### src/rtl/andn_flag_pkg.sv
package andn_flag_pkg;
  localparam int XLEN   = 32;
  localparam int INSN_W = 32;
  localparam int OPC_W  = 6;
  localparam int COND_W = 4;
  localparam int ADDR_W = 9;
  localparam int SRC_W  = 9;
  localparam int LAT    = 4;

  localparam logic [OPC_W-1:0]  OPC_ANDN    = 6'b011001;
  localparam logic [COND_W-1:0] COND_ALWAYS = 4'b1111;

  typedef struct packed {
    logic [OPC_W-1:0]  opc;
    logic              eff_z;
    logic              eff_c;
    logic              eff_w;
    logic              imm;
    logic [COND_W-1:0] cond;
    logic [ADDR_W-1:0] dst_a;
    logic [SRC_W-1:0]  src_f;
  } insn_t;

  typedef struct packed {
    logic              go;
    logic              eff_z;
    logic              eff_c;
    logic              eff_w;
    logic              imm;
    logic [ADDR_W-1:0] dst_a;
    logic [SRC_W-1:0]  lit;
  } ctl_t;

  typedef enum logic [2:0] {
    ST_IDLE    = 3'd0,
    ST_DECODE  = 3'd1,
    ST_OPERAND = 3'd2,
    ST_COMPUTE = 3'd3,
    ST_FLAGS   = 3'd4
  } state_t;
endpackage

### src/rtl/andn_decode.sv
module andn_decode
  import andn_flag_pkg::*;
(
  input  insn_t word,
  output ctl_t  ctl
);
  logic opc_hit;
  logic cond_hit;

  always_comb begin
    opc_hit   = (word.opc == OPC_ANDN);
    cond_hit  = (word.cond == COND_ALWAYS);
    ctl.go    = opc_hit && cond_hit;
    ctl.eff_z = word.eff_z;
    ctl.eff_c = word.eff_c;
    ctl.eff_w = word.eff_w;
    ctl.imm   = word.imm;
    ctl.dst_a = word.dst_a;
    ctl.lit   = word.src_f;
  end
endmodule

### src/rtl/andn_operand.sv
module andn_operand
  import andn_flag_pkg::*;
#(
  parameter int DATA_W = XLEN
) (
  input  logic [DATA_W-1:0] reg_val,
  input  logic [SRC_W-1:0]  lit,
  input  logic              imm,
  output logic [DATA_W-1:0] op
);
  logic [DATA_W-1:0] lit_ext;

  always_comb begin
    lit_ext = DATA_W'(lit);
    op      = imm ? lit_ext : reg_val;
  end
endmodule

### src/rtl/andn_flagcalc.sv
module andn_flagcalc #(
  parameter int W = 32
) (
  input  logic [W-1:0] val,
  output logic         is_zero,
  output logic         is_odd
);
  localparam int LV = (W > 1) ? $clog2(W) : 1;
  localparam int PW = 1 << LV;

  logic [PW-1:0] xr [LV+1];
  logic [PW-1:0] orr [LV+1];

  assign xr[0]  = PW'(val);
  assign orr[0] = PW'(val);

  for (genvar l = 0; l < LV; l++) begin : g_lvl
    localparam int NODES = PW >> (l + 1);
    for (genvar i = 0; i < NODES; i++) begin : g_node
      assign xr[l+1][i]  = xr[l][2*i] ^ xr[l][2*i+1];
      assign orr[l+1][i] = orr[l][2*i] | orr[l][2*i+1];
    end
    assign xr[l+1][PW-1:NODES]  = '0;
    assign orr[l+1][PW-1:NODES] = '0;
  end

  assign is_odd  = xr[LV][0];
  assign is_zero = ~orr[LV][0];
endmodule

### src/rtl/andn_flag_unit.sv
module andn_flag_unit
  import andn_flag_pkg::*;
#(
  parameter int DATA_W = XLEN
) (
  input  logic              clk,
  input  logic              rst_n,
  input  logic              in_valid,
  output logic              in_ready,
  input  logic [INSN_W-1:0] insn,
  input  logic [DATA_W-1:0] dst_val,
  input  logic [DATA_W-1:0] src_val,
  input  logic              z_in,
  input  logic              c_in,
  output logic              z_out,
  output logic              c_out,
  output logic [DATA_W-1:0] result,
  output logic              wr_en,
  output logic [ADDR_W-1:0] wr_addr,
  output logic              done
);
  state_t            st;
  insn_t             insn_q;
  ctl_t              ctl_d;
  ctl_t              ctl_q;
  logic [DATA_W-1:0] dst_q;
  logic [DATA_W-1:0] src_q;
  logic [DATA_W-1:0] op_d;
  logic [DATA_W-1:0] op_q;
  logic [DATA_W-1:0] res_q;
  logic              z_q;
  logic              c_q;
  logic              f_zero;
  logic              f_odd;

  andn_decode u_dec (
    .word (insn_q),
    .ctl  (ctl_d)
  );

  andn_operand #(.DATA_W(DATA_W)) u_opnd (
    .reg_val (src_q),
    .lit     (ctl_q.lit),
    .imm     (ctl_q.imm),
    .op      (op_d)
  );

  andn_flagcalc #(.W(DATA_W)) u_flag (
    .val     (res_q),
    .is_zero (f_zero),
    .is_odd  (f_odd)
  );

  assign in_ready = (st == ST_IDLE);

  always_ff @(posedge clk) begin
    if (!rst_n) begin
      st      <= ST_IDLE;
      insn_q  <= '0;
      ctl_q   <= '0;
      dst_q   <= '0;
      src_q   <= '0;
      op_q    <= '0;
      res_q   <= '0;
      z_q     <= 1'b0;
      c_q     <= 1'b0;
      z_out   <= 1'b0;
      c_out   <= 1'b0;
      result  <= '0;
      wr_en   <= 1'b0;
      wr_addr <= '0;
      done    <= 1'b0;
    end else begin
      done  <= 1'b0;
      wr_en <= 1'b0;
      unique case (st)
        ST_IDLE: begin
          if (in_valid) begin
            insn_q <= insn_t'(insn);
            dst_q  <= dst_val;
            src_q  <= src_val;
            z_q    <= z_in;
            c_q    <= c_in;
            st     <= ST_DECODE;
          end
        end
        ST_DECODE: begin
          ctl_q <= ctl_d;
          st    <= ST_OPERAND;
        end
        ST_OPERAND: begin
          op_q <= op_d;
          st   <= ST_COMPUTE;
        end
        ST_COMPUTE: begin
          res_q <= dst_q & ~op_q;
          st    <= ST_FLAGS;
        end
        ST_FLAGS: begin
          done <= 1'b1;
          if (ctl_q.go) begin
            result  <= res_q;
            wr_addr <= ctl_q.dst_a;
            wr_en   <= ctl_q.eff_w;
            z_out   <= ctl_q.eff_z ? f_zero : z_q;
            c_out   <= ctl_q.eff_c ? f_odd : c_q;
          end else begin
            z_out <= z_q;
            c_out <= c_q;
          end
          st <= ST_IDLE;
        end
        default: st <= ST_IDLE;
      endcase
    end
  end
endmodule

### config.mk
export PLATFORM = sky130hd
export DESIGN_NAME = andn_flag_unit
export DESIGN_NICKNAME = d
export VERILOG_FILES = /design/src/rtl/andn_flag_pkg.sv /design/src/rtl/andn_decode.sv /design/src/rtl/andn_operand.sv /design/src/rtl/andn_flagcalc.sv /design/src/rtl/andn_flag_unit.sv
export SDC_FILE = /design/constraint.sdc
export NUM_CORES = 1
export LEC_CHECK = 0
export ABC_AREA = 0
export BUFFER_PORTS_ARGS = -buffer_cell sky130_fd_sc_hd__buf_2
export CAP_MARGIN = 20
export CORE_ASPECT_RATIO = 0.9
export CORE_MARGIN = 2
export CORE_UTILIZATION = 56
export CTS_CLUSTER_DIAMETER = 150
export DETAILED_ROUTE_END_ITERATION = 7
export GPL_ROUTABILITY_DRIVEN = 0
export PLACE_DENSITY = 0.88
export SYNTH_ARGS = -nofsm -noshare
export SYNTH_HDL_FRONTEND = slang
export SYNTH_HIERARCHICAL = 1
export SYNTH_SLANG_ARGS = --single-unit
### constraint.sdc
create_clock -name clk -period 2.1 [get_ports clk]
set_clock_uncertainty 0.1 [all_clocks]
set_input_delay 0.105 -clock clk [delete_from_list [all_inputs] [get_ports clk]]
set_output_delay 0.105 -clock clk [all_outputs]
set_load 0.05 [all_outputs]
---- After elaboration in Yosys (flattened, before gate mapping) ----
Cells that the tools add are included.
word-level totals
  output and inout bits ................... 46
  bits of input ports ..................... 101
  word-level logic and storage cells ...... 113
  register bits after elaboration ......... 233
cells by class
  reductions and logical operators ........ 5
  mux-type cells .......................... 8
  bitwise logic cells ..................... 65
  eq/ne operators ......................... 7
operators with widths
  kind                                                             count
  32-bit bitwise AND                                               1
  32-bit 2-to-1 mux                                                1
  32-bit NOT                                                       1
  1-bit bitwise OR                                                 31
  1-bit XOR                                                        31
  3-bit one-hot mux with 4 select lines                            1
  3-bit by 2-bit == test with 1-bit output, second input constant  2
  6-bit by 5-bit == test with 1-bit output, second input constant  1
  1-bit 2-to-1 mux                                                 5
  4-bit == test, second input constant                             1
  2-bit AND reduction                                              2
  3-bit by 1-bit == test with 1-bit output, second input constant  1
  3-bit == test, second input constant                             1
  3-bit logical NOT                                                1
  3-bit 2-to-1 mux                                                 1
  3-bit AND reduction                                              1
  2-bit inequality test, second input constant                     1
  1-bit logical AND                                                1
  1-bit NOT                                                        1

---- Depth between registers and ports, before layout ----
  depth in word-level cells ............... 8
  mapped depth ............................ 8
  gate-level depth less buffers ........... 8

---- By module ----
Netlist, hierarchy kept.
modules (own cells, without submodules)
  module          cells each  times used  sequential area each (um2)  area an instance (um2)
  andn_flag_unit  997         1           4664.5                      8393.0
  andn_flagcalc   68          1           0.0                         483.0
  andn_operand    35          1           0.0                         292.8
  andn_decode     25          1           0.0                         209.0

---- Worst setup path before layout ----
Ideal clock, no wire load.
  path type ............................... register to output
  start point ............................. reg st[2]
  end point ............................... out in_ready
  buffers on the path ..................... 1
  cell stages (with the launch flop) ...... 3
  slack ................................... 0.312 ns
  data arrival time ....................... 1.583 ns
  data required time ...................... 1.895 ns
  cells stage by stage .................... dfxtp_1 buf_2 nor3_1
between the ends
  longest elaborated chain between the ends .. 1
RTL lines
  what                      line                  source
  start: declaration        andn_flag_unit.sv:22  state_t st;
  start signal: assignment  andn_flag_unit.sv:58  st <= ST_IDLE;
  start signal: assignment  andn_flag_unit.sv:84  st <= ST_DECODE;
  start signal: assignment  andn_flag_unit.sv:89  st <= ST_OPERAND;
  3-bit logical NOT         andn_flag_unit.sv:54  assign in_ready = (st == ST_IDLE);
  end: declaration          andn_flag_unit.sv:9   output logic in_ready,
Every way passes these cells.

---- Final worst setup path ----
  start point ............................. reg res_q[4]
  end point ............................... reg c_out
between the ends
  longest elaborated chain between the ends .. 7
RTL lines
  what                      line                   source
  start: declaration        andn_flag_unit.sv:30   logic [DATA_W-1:0] res_q;
  start signal: assignment  andn_flag_unit.sv:96   res_q <= dst_q & ~op_q;
  1-bit XOR (5 in a row)    andn_flagcalc.sv:20    assign xr[l+1][i] = xr[l][2*i] ^ xr[l][2*i+1];
  named net f_odd           andn_flag_unit.sv:34   logic f_odd;
  1-bit 2-to-1 mux          andn_flag_unit.sv:106  c_out <= ctl_q.eff_c ? f_odd : c_q;
  1-bit 2-to-1 mux          andn_flag_unit.sv:101  if (ctl_q.go) begin
  end signal: assignment    andn_flag_unit.sv:106
  end signal: assignment    andn_flag_unit.sv:109  c_out <= c_q;
  end: declaration          andn_flag_unit.sv:16   output logic c_out,
The timed path passes the listed nets, and every way through them passes these cells.
A chain may end at the register's enable or synchronous reset.

==> summary.txt <==
Power and ir drop
  – Power Density: 833 nW/um2
  – Static leakage: 4.44 nW
  – VDD IR max: 0.539 mV

Routing
  – Wire per inst: 17.5 um
  – Drt first pass iters: 6
  – Via density per instance: 5.73
  – Vias: 8723
  – 1st-iter DRT viols: 994
  – DRT Wirelength: 26700 um
  – DRC viols: 0
  – Post-DRT Antenna Nets: 0

STA
  – Final Max Tran Viols: 0
  – RSZ-0062 raised after global routing: no
  – Tcrit/Tclk final: 97.8%
  – Fin crit period: 2.05 ns
  – Max-Slew Margin vs Limit: 51.8%
  – Worst-margin pin slew: 0.722 ns
  – Worst hold slack: 0.247 ns
  – Achievable Freq: 487 MHz
  – Setup TNS Final: 0 ns
  – Final-report hold violation count: 0
  – # setup viols final: 0

Finish
  – Register area: 4660 um2
  – Most frequent cells in the layout: 253 x nand2_1, 233 x dfxtp_1, 145 x buf_2
  – Area Growth Syn to Fin: 24.4%
  – Nets: 1416
  – Post-Layout Cell Count: 1523
  – Area of the multi-input gates: 3820 um2
  – Finished Core Util: 71.8%
  – Commonest non-fill, non-tap cell in the layout: nand2_1
  – Fill cells: 1081
  – Share of cells above drive strength 1: 16.4%

Floorplanning
  – Die width: 140 um
  – Initial Utilization: 57.7%
  – Io pins: 147
  – Rows: 44
  – Core Area: 16200 um2
  – Die H: 127 um
  – Full die area: 17800 um2

Synth
  – Synthesized Nets: 1242
  – Largest area contributor in the netlist: dfxtp_1
  – Post-Synthesis Cells: 1125
  – Synth area leaders: dfxtp_1 50%, nand2_1 10%, nand3_1 7.5%, o21ai_0 6.9%, a32o_1 3.4%
  – Post-synth EDFFs: 0
  – Synth Register Bits: 233
  – Synthesized cell area: 9380 um2
  – Ys async rst share: 0%
  – Ys flop type: dfxtp_1
  – YS warnings: 6
  – Synth top area share: 49.7%
  – Sequential-to-total area share from yosys stat: 49.7%
  – Distinct cell type count after synthesis: 34
  – Syn Area/Cell: 8.34 um2

Run status
  – Status: finished, final reports clean

Flow run
  – Max-Cap Viols: 0

Worst setup path
  – Data arrival, critical path: 2.39 ns
  – CP Capture Type: flop
  – CP required: 2.43 ns
  – Setup CP Type: reg -> reg
  – Maximum fanout along the worst path: 3
  – Startpoint class of the critical path: flop

Clock network
  – Clock Pin Slew Worst Setup and Hold Paths: 0.07 ns
  – Clock buffer depth: 3
  – Root Driver: clkbuf_16
  – CTS buffer count: 23
  – H-tree lvl count: 1
  – CTS tree: yes
  – Clk_lat worst skew: 0.50 ns
  – Sink Count: 233

Global routing
  – Total grt overflow: 0
  – First-pass GRT wire length: 42300 um
  – Via count of the first global-routing pass: 8146
  – Initial antenna violation count: 2
  – Overall global routing resource usage: 29.2%
  – Largest net degree at the start of global routing: 104

Placed design
  – Placed cells: 1381
  – Dpl hpwl: 14800 um
  – Buffers on Ports: 146

Min path
  – HP Class: in -> reg
-- layer usage --
layer / track usage, % / wire length (um) / vias up / part of all wire [%]
met5: 0 / 0 / - / 0
met1: 37.3 / 10800 / 4020 / 40
met2: 48.6 / 12300 / 483 / 46
met3: 4.83 / 2100 / 131 / 7.9
li1: - / - / 4089 / -
met4: 14.1 / 1480 / 0 / 5.5
-- Yosys cell counts, types with 3 or more instances --
cell and n:
buf_4 26, mux2_4 7, nor3_1 3, a32o_1 32, clkbuf_2 6, ha_1 16, clkbuf_1 41, o21ai_1 12
buf_6 12, nand3_1 141, o21ai_0 130, nand2_1 253, nor2b_1 23, buf_2 28, xnor2_1 15, a21oi_1 55
dfxtp_1 233, inv_1 65, nand4_1 5
-- worst paths after layout --
kind / end / startpoint / cells after the start / slack (ns)
setup / recovery: c_out / res_q[4] / 8 / 0.05
hold / removal: src_q[14] / src_val[14] / 4 / 0.25
setup reg to reg: c_out / res_q[4] / 8 / 0.05
hold reg to reg: insn_q[2] / insn_q[2] / 2 / 0.35
-- cells by family after synthesis --
| kind of cell | count (synthesis) | synth area share (%) |
|---|---|---|
| xor gates and xnor gates | 16 | 1.49 |
| DFF | 233 | 49.7 |
| adders and majority gates | 16 | 2.13 |
| and+or+nand+nor | 440 | 21.5 |
| buffers and inverters | 180 | 9.66 |
| AOI/OAI and AO/OA | 231 | 14.1 |
| muxes | 9 | 1.36 |
-- critical path: stages (launching register included) --
cell	delay, ns
dfxtp_1	0.41
inv_1	0.08
ha_1	0.34
xnor2_1	0.20
xnor2_1	0.18
xnor2_1	0.18
xnor2_1	0.18
nand3_1	0.13
a31oi_1	0.18
-- cell type report --
type	instances	area share (%)
flip-flops and latches	233	40.0
multi-input cells	712	32.7
repair buffers	264	16.8
clock buffers	37	5.90
well taps	207	2.22
inverters	65	2.09
clock inverters	3	0.204
diodes	2	0.0429
-- per-stage QoR --
| step | power [W] | setup WS (ns) | cell area [um2] |
|---|---|---|---|
| final | 0.00972 | 0.0457 | 11700 |
| after detailed placement | 0.00567 | 0.256 | 9940 |
| after floorplan | 0.00546 | 0.312 | 9380 |
| after CTS | 0.00963 | 0.159 | 11700 |
| after global routing | 0.0100 | 0.00156 | 11700 |
| after global placement | 0.00564 | 0.306 | 9940 |
-- sequential cells by signal, indices dropped and copies added (netlist names), 9 cells and up --
register	count
res_q	32
dst_q	32
wr_addr	9
src_q	32
op_q	32
result	32
ctl_q	23
insn_q	32
-- power by group --
group / internal (W) / total [W] / switching (W)
Clock: 0.00224 / 0.00395 / 0.00170
Combinational: 0.000438 / 0.00100 / 0.000565
Sequential: 0.00462 / 0.00477 / 0.000154
-- repair_timing --
action,CTS,global route
endpoints found under the setup margin,0,1
setup buffers,0,0
gates resized for setup,0,1
hold buffers,100,0
endpoints found under the hold margin,111,0
Power figures use the tool's default switching activity.
